==> config.mk <==
export PLATFORM = sky130hd
export DESIGN_NAME = wdog_freq_guard
export DESIGN_NICKNAME = d
export VERILOG_FILES = /design/src/rtl/wdg_pkg.sv /design/src/rtl/wdg_down_counter.sv /design/src/rtl/wdg_reset_pulse.sv /design/src/rtl/wdg_freq_select.sv /design/src/rtl/wdog_freq_guard.sv
export SDC_FILE = /design/constraint.sdc
export NUM_CORES = 1
export LEC_CHECK = 0
export BUFFER_PORTS_ARGS = -buffer_cell sky130_fd_sc_hd__buf_2
export CAP_MARGIN = 25
export CORE_ASPECT_RATIO = 0.75
export CORE_MARGIN = 4
export CORE_UTILIZATION = 46
export CTS_CLUSTER_DIAMETER = 50
export DETAILED_ROUTE_END_ITERATION = 10
export PLACE_DENSITY_LB_ADDON = 0.08
export SYNTH_ARGS = -nofsm -noshare
export SYNTH_HDL_FRONTEND = slang
export SYNTH_SLANG_ARGS = --single-unit
export TNS_END_PERCENT = 50
==> constraint.sdc <==
create_clock -name clk -period 2.3 [get_ports clk]
set_input_delay 0.115 -clock clk [delete_from_list [all_inputs] [get_ports clk]]
set_output_delay 0.115 -clock clk [all_outputs]
set_load 0.05 [all_outputs]
==> src/rtl/wdg_pkg.sv <==
package wdg_pkg;

    parameter int DEPTH_W = 7;
    parameter int FS_W    = 5;

    typedef struct packed {
        logic            sw_en;
        logic            mn_en;
        logic [FS_W-1:0] ssel;
    } freq_cfg_t;

    typedef enum logic [1:0] {
        WD_CMD_NONE   = 2'd0,
        WD_CMD_ARM    = 2'd1,
        WD_CMD_DISARM = 2'd2
    } wd_cmd_e;

    function automatic wd_cmd_e decode_cmd(input logic wr, input logic val);
        if (!wr)      return WD_CMD_NONE;
        else if (val) return WD_CMD_ARM;
        else          return WD_CMD_DISARM;
    endfunction

    function automatic logic [FS_W-1:0] pick_code(
        input logic            sw_en,
        input logic [FS_W-1:0] sw_code,
        input logic [FS_W-1:0] hw_code
    );
        return sw_en ? sw_code : hw_code;
    endfunction

endpackage

==> src/rtl/wdg_down_counter.sv <==
module wdg_down_counter
    import wdg_pkg::*;
(
    input  logic               clk,
    input  logic               rst,
    input  logic               tick,
    input  wd_cmd_e            cmd,
    input  logic [DEPTH_W-1:0] depth,
    output logic [DEPTH_W-1:0] count,
    output logic               running,
    output logic               expire
);

    localparam logic [DEPTH_W-1:0] ONE = DEPTH_W'(1);

    // expiry only when no enable write competes in this cycle
    assign expire = running && tick && (cmd == WD_CMD_NONE) && (count <= ONE);

    always_ff @(posedge clk) begin
        if (rst) begin
            count   <= '0;
            running <= 1'b0;
        end else if (cmd == WD_CMD_ARM) begin
            count   <= depth;
            running <= 1'b1;
        end else if (cmd == WD_CMD_DISARM) begin
            running <= 1'b0;
        end else if (expire) begin
            count   <= '0;
            running <= 1'b0;
        end else if (running && tick) begin
            count   <= count - ONE;
        end
    end

    AST_CNT_DECR: assert property (@(posedge clk) disable iff (rst)
        (running && tick && cmd == WD_CMD_NONE && count > ONE) |=> (count == $past(count) - ONE))
        else $error("count did not step down");

    AST_ARM_LOAD: assert property (@(posedge clk) disable iff (rst)
        (cmd == WD_CMD_ARM) |=> (running && count == $past(depth)))
        else $error("arm did not load depth");

    AST_EXPIRE_STOP: assert property (@(posedge clk) disable iff (rst)
        expire |=> !running)
        else $error("still running after expiry");

endmodule

==> src/rtl/wdg_reset_pulse.sv <==
module wdg_reset_pulse #(
    parameter int PULSE_TICKS = 1
) (
    input  logic clk,
    input  logic rst,
    input  logic tick,
    input  logic start,
    output logic rst_n
);

    localparam int PW = $clog2(PULSE_TICKS + 1);
    localparam logic [PW-1:0] LOAD = PW'(PULSE_TICKS);

    logic [PW-1:0] remain;
    logic          active;

    assign active = (remain != '0);
    assign rst_n  = !active;

    always_ff @(posedge clk) begin
        if (rst)                 remain <= '0;
        else if (start)          remain <= LOAD;
        else if (active && tick) remain <= remain - PW'(1);
    end

    AST_PULSE_START: assert property (@(posedge clk) disable iff (rst)
        start |=> !rst_n)
        else $error("reset pulse did not start");

    AST_PULSE_HOLD: assert property (@(posedge clk) disable iff (rst)
        (!rst_n && !tick) |=> !rst_n)
        else $error("reset pulse ended without a tick");

endmodule

==> src/rtl/wdg_freq_select.sv <==
module wdg_freq_select
    import wdg_pkg::*;
(
    input  logic            clk,
    input  logic            rst,
    input  logic            recover,
    input  logic [FS_W-1:0] strap_fs,
    input  logic [FS_W-1:0] safe_code,
    input  logic            safe_sel,
    input  logic            cfg_wr,
    input  freq_cfg_t       cfg_new,
    output logic            mn_en,
    output logic [FS_W-1:0] freq_code
);

    freq_cfg_t cfg_q;

    always_ff @(posedge clk) begin
        if (rst) begin
            cfg_q <= '0;
        end else if (recover) begin
            cfg_q.sw_en <= 1'b1;
            cfg_q.mn_en <= 1'b0;
            cfg_q.ssel  <= safe_sel ? safe_code : strap_fs;
        end else if (cfg_wr) begin
            cfg_q <= cfg_new;
        end
    end

    assign mn_en     = cfg_q.mn_en;
    assign freq_code = pick_code(cfg_q.sw_en, cfg_q.ssel, strap_fs);

    AST_RECOVER_MN: assert property (@(posedge clk) disable iff (rst)
        recover |=> !mn_en)
        else $error("M/N override survived recovery");

endmodule

==> src/rtl/wdog_freq_guard.sv <==
module wdog_freq_guard
    import wdg_pkg::*;
#(
    parameter int PULSE_TICKS = 1
) (
    input  logic               clk,
    input  logic               rst,
    input  logic               tick_i,
    input  logic               en_wr_i,
    input  logic               en_wdata_i,
    input  logic [DEPTH_W-1:0] depth_i,
    input  logic [FS_W-1:0]    strap_fs_i,
    input  logic [FS_W-1:0]    safe_code_i,
    input  logic               safe_sel_i,
    input  logic               cfg_wr_i,
    input  logic [FS_W-1:0]    cfg_ssel_i,
    input  logic               cfg_sw_en_i,
    input  logic               cfg_mn_en_i,
    output logic               sys_rst_n_o,
    output logic [DEPTH_W-1:0] count_o,
    output logic               running_o,
    output logic               timeout_o,
    output logic               mn_en_o,
    output logic [FS_W-1:0]    freq_code_o
);

    wd_cmd_e            cmd;
    logic [DEPTH_W-1:0] cnt;
    logic               run;
    logic               expire;
    logic               flag_q;
    freq_cfg_t          cfg_new;

    assign cmd = decode_cmd(en_wr_i, en_wdata_i);

    wdg_down_counter u_cnt (
        .clk     (clk),
        .rst     (rst),
        .tick    (tick_i),
        .cmd     (cmd),
        .depth   (depth_i),
        .count   (cnt),
        .running (run),
        .expire  (expire)
    );

    wdg_reset_pulse #(.PULSE_TICKS(PULSE_TICKS)) u_pulse (
        .clk   (clk),
        .rst   (rst),
        .tick  (tick_i),
        .start (expire),
        .rst_n (sys_rst_n_o)
    );

    always_comb begin
        cfg_new.sw_en = cfg_sw_en_i;
        cfg_new.mn_en = cfg_mn_en_i;
        cfg_new.ssel  = cfg_ssel_i;
    end

    wdg_freq_select u_fsel (
        .clk       (clk),
        .rst       (rst),
        .recover   (expire),
        .strap_fs  (strap_fs_i),
        .safe_code (safe_code_i),
        .safe_sel  (safe_sel_i),
        .cfg_wr    (cfg_wr_i),
        .cfg_new   (cfg_new),
        .mn_en     (mn_en_o),
        .freq_code (freq_code_o)
    );

    always_ff @(posedge clk) begin
        if (rst)                     flag_q <= 1'b0;
        else if (cmd == WD_CMD_ARM)  flag_q <= 1'b0;
        else if (expire)             flag_q <= 1'b1;
    end

    assign timeout_o = flag_q;
    assign running_o = run;
    assign count_o   = run ? cnt : depth_i;

    AST_FLAG_STICKY: assert property (@(posedge clk) disable iff (rst)
        (timeout_o && cmd != WD_CMD_ARM) |=> timeout_o)
        else $error("timeout flag lost");

    AST_FLAG_CLEAR: assert property (@(posedge clk) disable iff (rst)
        (cmd == WD_CMD_ARM) |=> !timeout_o)
        else $error("timeout flag not cleared on arm");

endmodule

### Yosys cells after proc, flatten, opt, wreduce, memory -nomap -nowiden

Index checks and enable logic that the tools add are counted.

* register bits after elaboration: 17
* bits of input ports: 31
* output and inout bits: 16
* logic and storage cells: 42

* add/sub/neg operators: 2
* order comparisons: 1
* equal/unequal tests: 3
* mux-type cells: 16
* reduce and logical (&&, ||, !) cells: 13

Operator list (number)
* 7-bit two-way mux: 7
* 5-bit two-way mux: 2
* 7-bit by 1-bit less-or-equal comparator with 1-bit output (second input constant): 1
* 7-bit by 1-bit subtractor with 7-bit output (second input constant): 1
* 3-bit nonzero test: 2
* 1-bit two-way mux: 5
* 1-bit logical AND: 4
* 2-bit two-way mux: 2
* 2-bit nonzero test: 2
* 2-bit OR reduction: 2
* 2-bit by 1-bit == test with 1-bit output (second input constant): 1
* 2-bit == test (second input constant): 1
* 2-bit zero test: 1
* 2-bit != test (second input constant): 1
* 2-bit AND reduction: 1
* 1-bit zero test: 1
* 1-bit subtractor (second input constant): 1

### Logic depth before layout (Yosys ltp)

Gate-level depths: netlist of the first run.

* depth in word-level cells: 8
* gate-level depth with buffers: 7

### By module

Synthesis of the first run repeated with hierarchy kept, for this count alone.

* cells, all modules: 116
* area total of the unflattened synthesis: 1113.6 µm²

By module, submodules not included
* wdg_down_counter: times used 1, cells an instance 60, area each 516.7 µm², seq. area each 160.2 µm²
* wdg_freq_select: times used 1, cells an instance 38, area each 396.6 µm², seq. area each 140.1 µm²
* wdog_freq_guard: times used 1, cells an instance 13, area each 157.7 µm², seq. area each 20.0 µm²
* wdg_reset_pulse: times used 1, cells an instance 5, area each 42.5 µm², seq. area each 20.0 µm²

### Least setup slack after synthesis of the first run

Ideal clock, no wire load.

* path type: flip-flop to flip-flop
* from: register u_cnt.running
* to: register u_fsel.cfg_q[2] (netlist bit)
* library setup time: 136 ps
* data arrival time: 1699 ps
* required time: 2164 ps
* setup slack: 466 ps
* cell stages (with the launch flop): 7
* cells stage by stage: dfxtp_1 -> buf_2 -> and3b_1 -> nand4_1 -> buf_2 -> a211oi_2 -> a211oi_1

* word-level cells in the longest chain between the ends: 4
* elaborated cells on any way between the ends: 5
* classes of those cells: 1 x mux; 4 x reduce/logical

Ends and longest elaborated chain
* from (decl): line wdg_down_counter.sv:10 `output logic running,`
* from (signal assigned): line wdg_down_counter.sv:22 `running <= 1'b0;`
* from (signal assigned): line wdg_down_counter.sv:25 `running <= 1'b1;`
* from (signal assigned): line wdg_down_counter.sv:27 `running <= 1'b0;`
* 1-bit logical AND * (3 in series): line wdg_down_counter.sv:17 `assign expire = running && tick && (cmd == WD_CMD_NONE) && (count <= ONE);`
* 7-bit two-way mux / 2-bit nonzero test (equally long branches)
* to (signal assigned): line wdg_freq_select.sv:26 `cfg_q <= cfg_new;`
* to (decl): line wdg_freq_select.sv:16 `freq_cfg_t cfg_q;`

Every way passes the cells marked *; elsewhere a longest branch is shown, timed or not.
A chain may end at the register's enable or synchronous reset.

### Worst setup path after layout of the first run

* from: register u_cnt.count[1]
* to: register u_cnt.count[5]

* word-level cells in the longest chain between the ends: 5
* elaborated cells on any way between the ends: 9
* classes of those cells: 1 x add/sub; 1 x order compare; 4 x mux; 3 x reduce/logical

Ends and longest elaborated chain
* from (decl): line wdg_down_counter.sv:9 `output logic [DEPTH_W-1:0] count,`
* from (signal assigned): line wdg_down_counter.sv:24 `count <= depth;`
* from (signal assigned): line wdg_down_counter.sv:32 `count <= count - ONE;`
* 7-bit by 1-bit subtractor with 7-bit output / 7-bit by 1-bit less-or-equal comparator with 1-bit output (equally long branches): line wdg_down_counter.sv:32, wdg_down_counter.sv:17
* 7-bit two-way mux / 1-bit logical AND (equally long branches): line wdg_down_counter.sv:31, wdg_down_counter.sv:17
* 7-bit two-way mux: line wdg_down_counter.sv:28 `end else if (expire) begin`
* 7-bit two-way mux: line wdg_down_counter.sv:26 `end else if (cmd == WD_CMD_DISARM) begin`
* 7-bit two-way mux: line wdg_down_counter.sv:23 `end else if (cmd == WD_CMD_ARM) begin`

Parallel ways exist; a longest one is shown, timed or not. The select of a mux whose other input is x is not followed.

==> flow_summary.json, run 1 <==
{
  "status": "complete, no violations",
  "post_cts_buffers": 0,
  "synth_xor_area_share_pct": 1.64,
  "syn-instance-count": 112,
  "cap_violations": 0,
  "synthFlopType": "dfxtp_1",
  "cp.arrival_ns": 2.10,
  "ys_types": 38,
  "hold_buffers": 0,
  "clock_tree.buffer_depth": 2,
  "required_ns": 2.55,
  "ys_seq_area_share_pct": 31.9,
  "tritoncts": "built",
  "antenna_found_initial": 0,
  "synth_top_family_by_area": "compound AO/OA/AOI/OAI gates",
  "synth_area_per_cell_um2": 9.53,
  "num-nets-final": 189,
  "peakVddDrop_uv": 443,
  "via_count": 995,
  "hp-start": "cfg_sw_en_i",
  "drt_first_pass_iters": 4,
  "grt_setup_unrepaired": "false",
  "whs_path_depth": 3,
  "start_util_pct": 50.8,
  "ys_ff_latch": 17,
  "cp-end-kind": "register",
  "area_delta_synth_final_pct": 24.1,
  "yosys.area_share.simple_pct": 14.1,
  "fp.dieArea_um2": 3160,
  "grt_pass1_wl_um": 4430,
  "holdCritPathClass": "primary input to register",
  "max-slew-margin-rel_pct": 73.8,
  "layout_common_cells": "46 x buf_2, 17 x dfxtp_1, 12 x mux2_2, 9 x a211oi_1, 7 x mux2i_1",
  "synthAdderAreaFrac_pct": 2.34,
  "ys_async_sr_fraction_pct": 0,
  "synth_edf_count": 0,
  "synth_compound_area_share_pct": 24.5,
  "maxSlewViolCount": 0,
  "whs_ns": 0.110,
  "min_period_ns": 1.85,
  "hold_violations": 0,
  "overflow": 0,
  "synthesis.area_um2": 1070,
  "fp.dieH_um": 49.7,
  "final_area_um2": 1330,
  "yosys_warnings": 0,
  "routedWlPerCell_um": 15.0,
  "grtUsageTotal_pct": 17.3,
  "fmax_mhz": 540,
  "drive_gt1_share_pct": 46.5,
  "cts.sinks": 17,
  "layout.cells.most_common": "buf_2",
  "htree_levels": 1,
  "p_per_area_nw_per_um2": 552,
  "num_rows": 14,
  "r2r-start": "u_cnt.count[1]",
  "worstMarginPinSlew_ns": 0.393,
  "cts_root_buf": "clkbuf_4",
  "antenna_cells": 0,
  "dp_hpwl_um": 2100,
  "portBuffers": 46,
  "clock_latency_ns": 0.29,
  "synthMuxAreaShare_pct": 19.2,
  "syn_nets": 145,
  "crit_fanout": 9,
  "fin_setup_tns_ns": 0,
  "routabilityCongestion": 0.903,
  "grt_max_degree": 22,
  "r2r_end": "u_cnt.count[5]",
  "crit_path_start": "u_cnt.count[1]",
  "routed_via_density": 5.56,
  "worst_setup_path_start_kind": "register",
  "placed_cell_area_um2": 1300,
  "io_pins": 47,
  "drc": 0,
  "drt_iter0_markers": 46,
  "clkTransAtPathRegs_ns": 0.11,
  "core_um2": 2100,
  "cts_resized": 0,
  "die_w_um": 63.6,
  "p_leak_nw": 0.610,
  "hold_end": "u_fsel.cfg_q[6]",
  "final_cells": 179,
  "crit_type": "register to register",
  "antenna_left": 0,
  "finalWirelength_um": 2690,
  "finClkSkew_ns": 0.00286,
  "worst_r2r_path_depth": 6,
  "placed_cells": 175,
  "numCtsBuffers": 3,
  "reg2reg_slack_ns": 0.45,
  "finalCritPeriodShare_pct": 80.5,
  "setup_viol": 0,
  "grt_pass1_vias": 1013
}
state kept, by name (all words and copies together) (netlist names):
signal,cells
timeout_o,1
u_cnt.running,1
u_cnt.count,7
u_fsel.mn_en,1
u_pulse.active,1
u_fsel.cfg_q,6
power by group:
group | internal (W) | switching [W]
combinational | 0.0000905 | 0.000145
clock | 0.0000647 | 0.000101
sequential | 0.000312 | 0.0000187
worst max-delay path by stage:
stage | to | cells past startpoint | slack, ns
after floorplan | u_fsel.cfg_q[2] | 6 | 0.47
after global placement | u_cnt.count[5] | 6 | 0.57
after detailed placement | u_cnt.count[5] | 6 | 0.47
after CTS | u_cnt.count[5] | 6 | 0.45
after global routing | u_cnt.count[5] | 6 | 0.30
final | u_cnt.count[5] | 6 | 0.45
stage by stage:
stage | power (W) | setup WS [ns] | util, %
final | 0.000731 | 0.449 | 63.0
after global routing | 0.000769 | 0.302 | 63.0
after CTS | 0.000735 | 0.447 | 63.0
after detailed placement | 0.000573 | 0.473 | 61.7
after global placement | 0.000568 | 0.570 | 61.7
after floorplan | 0.000509 | 0.466 | -
worst max-delay path, stage by stage (launching register included):
cell and delay, ns:
dfxtp_1 0.44, inv_1 0.09, ha_1 0.18, o21bai_1 0.16, a311o_1 0.50, o41ai_2 0.32, a21o_1 0.12
cell families (layout without fill, tap and decap cells):
group,count (synthesis),in the layout
XOR/XNOR,2,2
AND/OR/NAND/NOR,24,24
buffers and inverters,15,58
adder cells (fa/ha/maj),2,2
AO/OA/AOI/OAI,33,33
flip-flops,17,17
multiplexers,19,19
synthesized netlist by cell type (2+ instances only):
cell type / n / share of area [%]
a22oi_1: 5 / 3.5
o22ai_1: 6 / 3.5
nor3b_1: 2 / 1.4
ha_1: 2 / 2.3
inv_1: 6 / 2.1
dfxtp_1: 17 / 32
mux2_2: 12 / 13
a21oi_1: 2 / 0.94
nor2_1: 3 / 1.1
nand3b_1: 2 / 1.4
clkbuf_1: 2 / 0.70
a211oi_1: 9 / 6.3
a211oi_2: 2 / 2.3
buf_2: 3 / 1.4
nand2_1: 4 / 1.4
buf_1: 3 / 1.1
mux2i_1: 7 / 6.6
nor2b_1: 5 / 2.9
metal layers:
layer | track usage [%] | vias to the layer above | share of wire (%)
met5 | 0 | - | 0
li1 | - | 504 | -
met2 | 27.2 | 41 | 45
met3 | 5.68 | 2 | 8.8
met1 | 23.7 | 448 | 46
met4 | 2.15 | 0 | 0.48
final cells by class:
| cell class | instances | area [um^2] |
|---|---|---|
| multi-input combinational | 80 | 659 |
| inverter | 6 | 22.5 |
| clock buffer | 3 | 22.5 |
| timing repair buffer | 48 | 245 |
| fill | 200 | 777 |
| tap | 24 | 30.0 |
| clock inverter | 1 | 5.00 |
| sequential | 17 | 340 |
No activity file was read; power rests on OpenSTA's default activity.
==> run 2: changes to the inputs <==
==> constraint.sdc (replaced) <==
create_clock -name clk -period 1.79 [get_ports clk]
set_input_delay 0.0895 -clock clk [delete_from_list [all_inputs] [get_ports clk]]
set_output_delay 0.0895 -clock clk [all_outputs]
set_load 0.05 [all_outputs]
==> run 2 against run 1 <==
  * Die area unchanged
  * Hold slack worse by 0.018 ns
  * Register-to-register slack worse by 0.34 ns
  * Sequential power rose by 28%
  * Design area is 2.4% higher
==> flow_summary.json, run 2 (synthesized netlist as in run 1, its figures left out) <==
{
  "overflow": 0,
  "grtUsageTotal_pct": 18.6,
  "r2r_end": "u_cnt.count[5]",
  "grt_setup_unrepaired": "false",
  "post_cts_buffers": 0,
  "crit_type": "register to register",
  "crit_path_cell_trace": "ha_1 -> o21bai_1 -> a311o_2 -> o41ai_2 -> a21o_1",
  "required_ns": 2.03,
  "hold_violations": 0,
  "cap_violations": 0,
  "min_period_ns": 1.68,
  "endpoint": "u_cnt.count[5]",
  "r2r-start": "u_cnt.count[0]",
  "clkTransAtPathRegs_ns": 0.10,
  "combPwrFrac_pct": 33.4,
  "io_pins": 47,
  "crit_fanout": 9,
  "fmax_mhz": 594,
  "drive_gt1_share_pct": 48.4,
  "setup_viol": 0,
  "cp.arrival_ns": 1.92,
  "p_seq_share_pct": 44.6,
  "antenna_cells": 0,
  "p_total_w": 0.000949,
  "finalWirelength_um": 2830,
  "clock_latency_ns": 0.29,
  "fp.dieArea_um2": 3160,
  "grt_pass1_vias": 1052,
  "fin_util_pct": 64.5,
  "top_register": "u_cnt.count",
  "max-slew-margin-rel_pct": 72.0,
  "slowest_stage": "a311o_2",
  "worst-path-buf-inv": 0,
  "p_per_area_nw_per_um2": 699,
  "core_um2": 2100,
  "num-nets-final": 193,
  "status": "complete, no violations",
  "finalCritPeriodShare_pct": 94.1,
  "whs_path_depth": 3,
  "p_leak_nw": 0.629,
  "path_depth": 5,
  "via_count": 1061,
  "antenna_left": 0,
  "finClkSkew_ns": 0.00569,
  "crit_path_start": "u_cnt.count[0]",
  "grt_max_degree": 21,
  "die_w_um": 63.6,
  "area_delta_synth_final_pct": 27.1,
  "fp.dieH_um": 49.7,
  "routedWlPerCell_um": 15.5,
  "grt_pass1_wl_um": 4690,
  "hold_buffers": 0,
  "largest_reg_flops": 7,
  "worstMarginPinSlew_ns": 0.418,
  "drt_iter0_markers": 31,
  "p_int_w": 0.000610,
  "cp-end-kind": "register",
  "peakVddDrop_uv": 449,
  "cts_root_buf": "clkbuf_4",
  "routabilityCongestion": 0.835,
  "drc": 0,
  "fin_setup_tns_ns": 0,
  "cts_resized": 0,
  "start_util_pct": 50.8,
  "num_rows": 14,
  "biggestRegsByFlops": "u_cnt.count x7, u_fsel.cfg_q x6",
  "worst_setup_path_start_kind": "register",
  "p_clk_share_pct": 22.1,
  "htree_levels": 1,
  "tritoncts": "built",
  "layout.cells.most_common": "buf_2",
  "cts.sinks": 17,
  "path_delay_family": "compound AO/OA/AOI/OAI gates",
  "p_sw_w": 0.000338,
  "reg2reg_slack_ns": 0.11,
  "numCtsBuffers": 3,
  "holdCritPathClass": "primary input to register",
  "portBuffers": 46,
  "clock_tree.buffer_depth": 2,
  "critPathMaxStageDelay_ns": 0.43,
  "fillers": 188,
  "antenna_found_initial": 0,
  "drt_first_pass_iters": 4,
  "maxSlewViolCount": 0,
  "switching_share_pct": 35.7,
  "layout_common_cells": "46 x buf_2, 16 x dfxtp_1, 12 x mux2_2, 9 x a211oi_1, 7 x mux2i_1",
  "dp_hpwl_um": 2230,
  "routed_via_density": 5.80,
  "worst_r2r_path_depth": 5
}
-- run 2: changes by cell type in the layout (fill, tap and decap cells not counted), sizes merged --
cell,before,now
clkbuf,3,4
clkinv,1,0
buf,48,52
-- run 2: worst min path at each step --
stage | from | to | slack (ns)
after floorplan | tick_i | u_pulse.active | 0.27
after global placement | cfg_sw_en_i | u_fsel.cfg_q[6] | 0.38
after detailed placement | cfg_sw_en_i | u_fsel.cfg_q[6] | 0.38
after CTS | cfg_sw_en_i | u_fsel.cfg_q[6] | 0.08
after global routing | cfg_sw_en_i | u_fsel.cfg_q[6] | 0.09
final | cfg_sw_en_i | u_fsel.cfg_q[6] | 0.09
-- run 2: worst min-delay path: stages --
cell	delay, ns
buf_2	0.07
mux2i_1	0.05
a21oi_1	0.13
-- run 2: power groups by stage --
stage                     Sequential, W  Clock, W  Combinational (W)
after floorplan                0.000435         0           0.000220
after global placement         0.000430         0           0.000308
after detailed placement       0.000431         0           0.000316
after CTS                      0.000422  0.000217           0.000317
after global routing           0.000426  0.000229           0.000340
final                          0.000423  0.000209           0.000316
-- run 2: cell type report --
class                   instances  area [um^2]  share of cell area, %
multi-input cells              80          661                   48.7
well taps                      24         30.0                   2.21
repair buffers                 52          275                   20.3
clock buffers                   4         26.3                   1.94
flip-flops and latches         17          342                   25.2
inverters                       6         22.5                   1.66
-- run 2: per-layer routing --
layer	vias up	part of all wire (%)	GRT usage, %
met1	496	45	23.7
met5	-	0	0
met2	47	45	29.3
li1	514	-	-
met3	4	9.0	6.36
met4	0	1.3	6.45
-- run 2: stage by stage --
step           cells  hold slack, ns  instance area [um^2]  setup WS, ns
6_report         183          0.0920                  1360         0.106
5_1_grt          183          0.0915                  1360        0.0221
4_1_cts          183          0.0817                  1360       0.00496
3_5_place_dp     179           0.382                  1330        0.0288
3_3_place_gp     179           0.382                  1330         0.129
2_1_floorplan    112           0.271                  1070         0.131
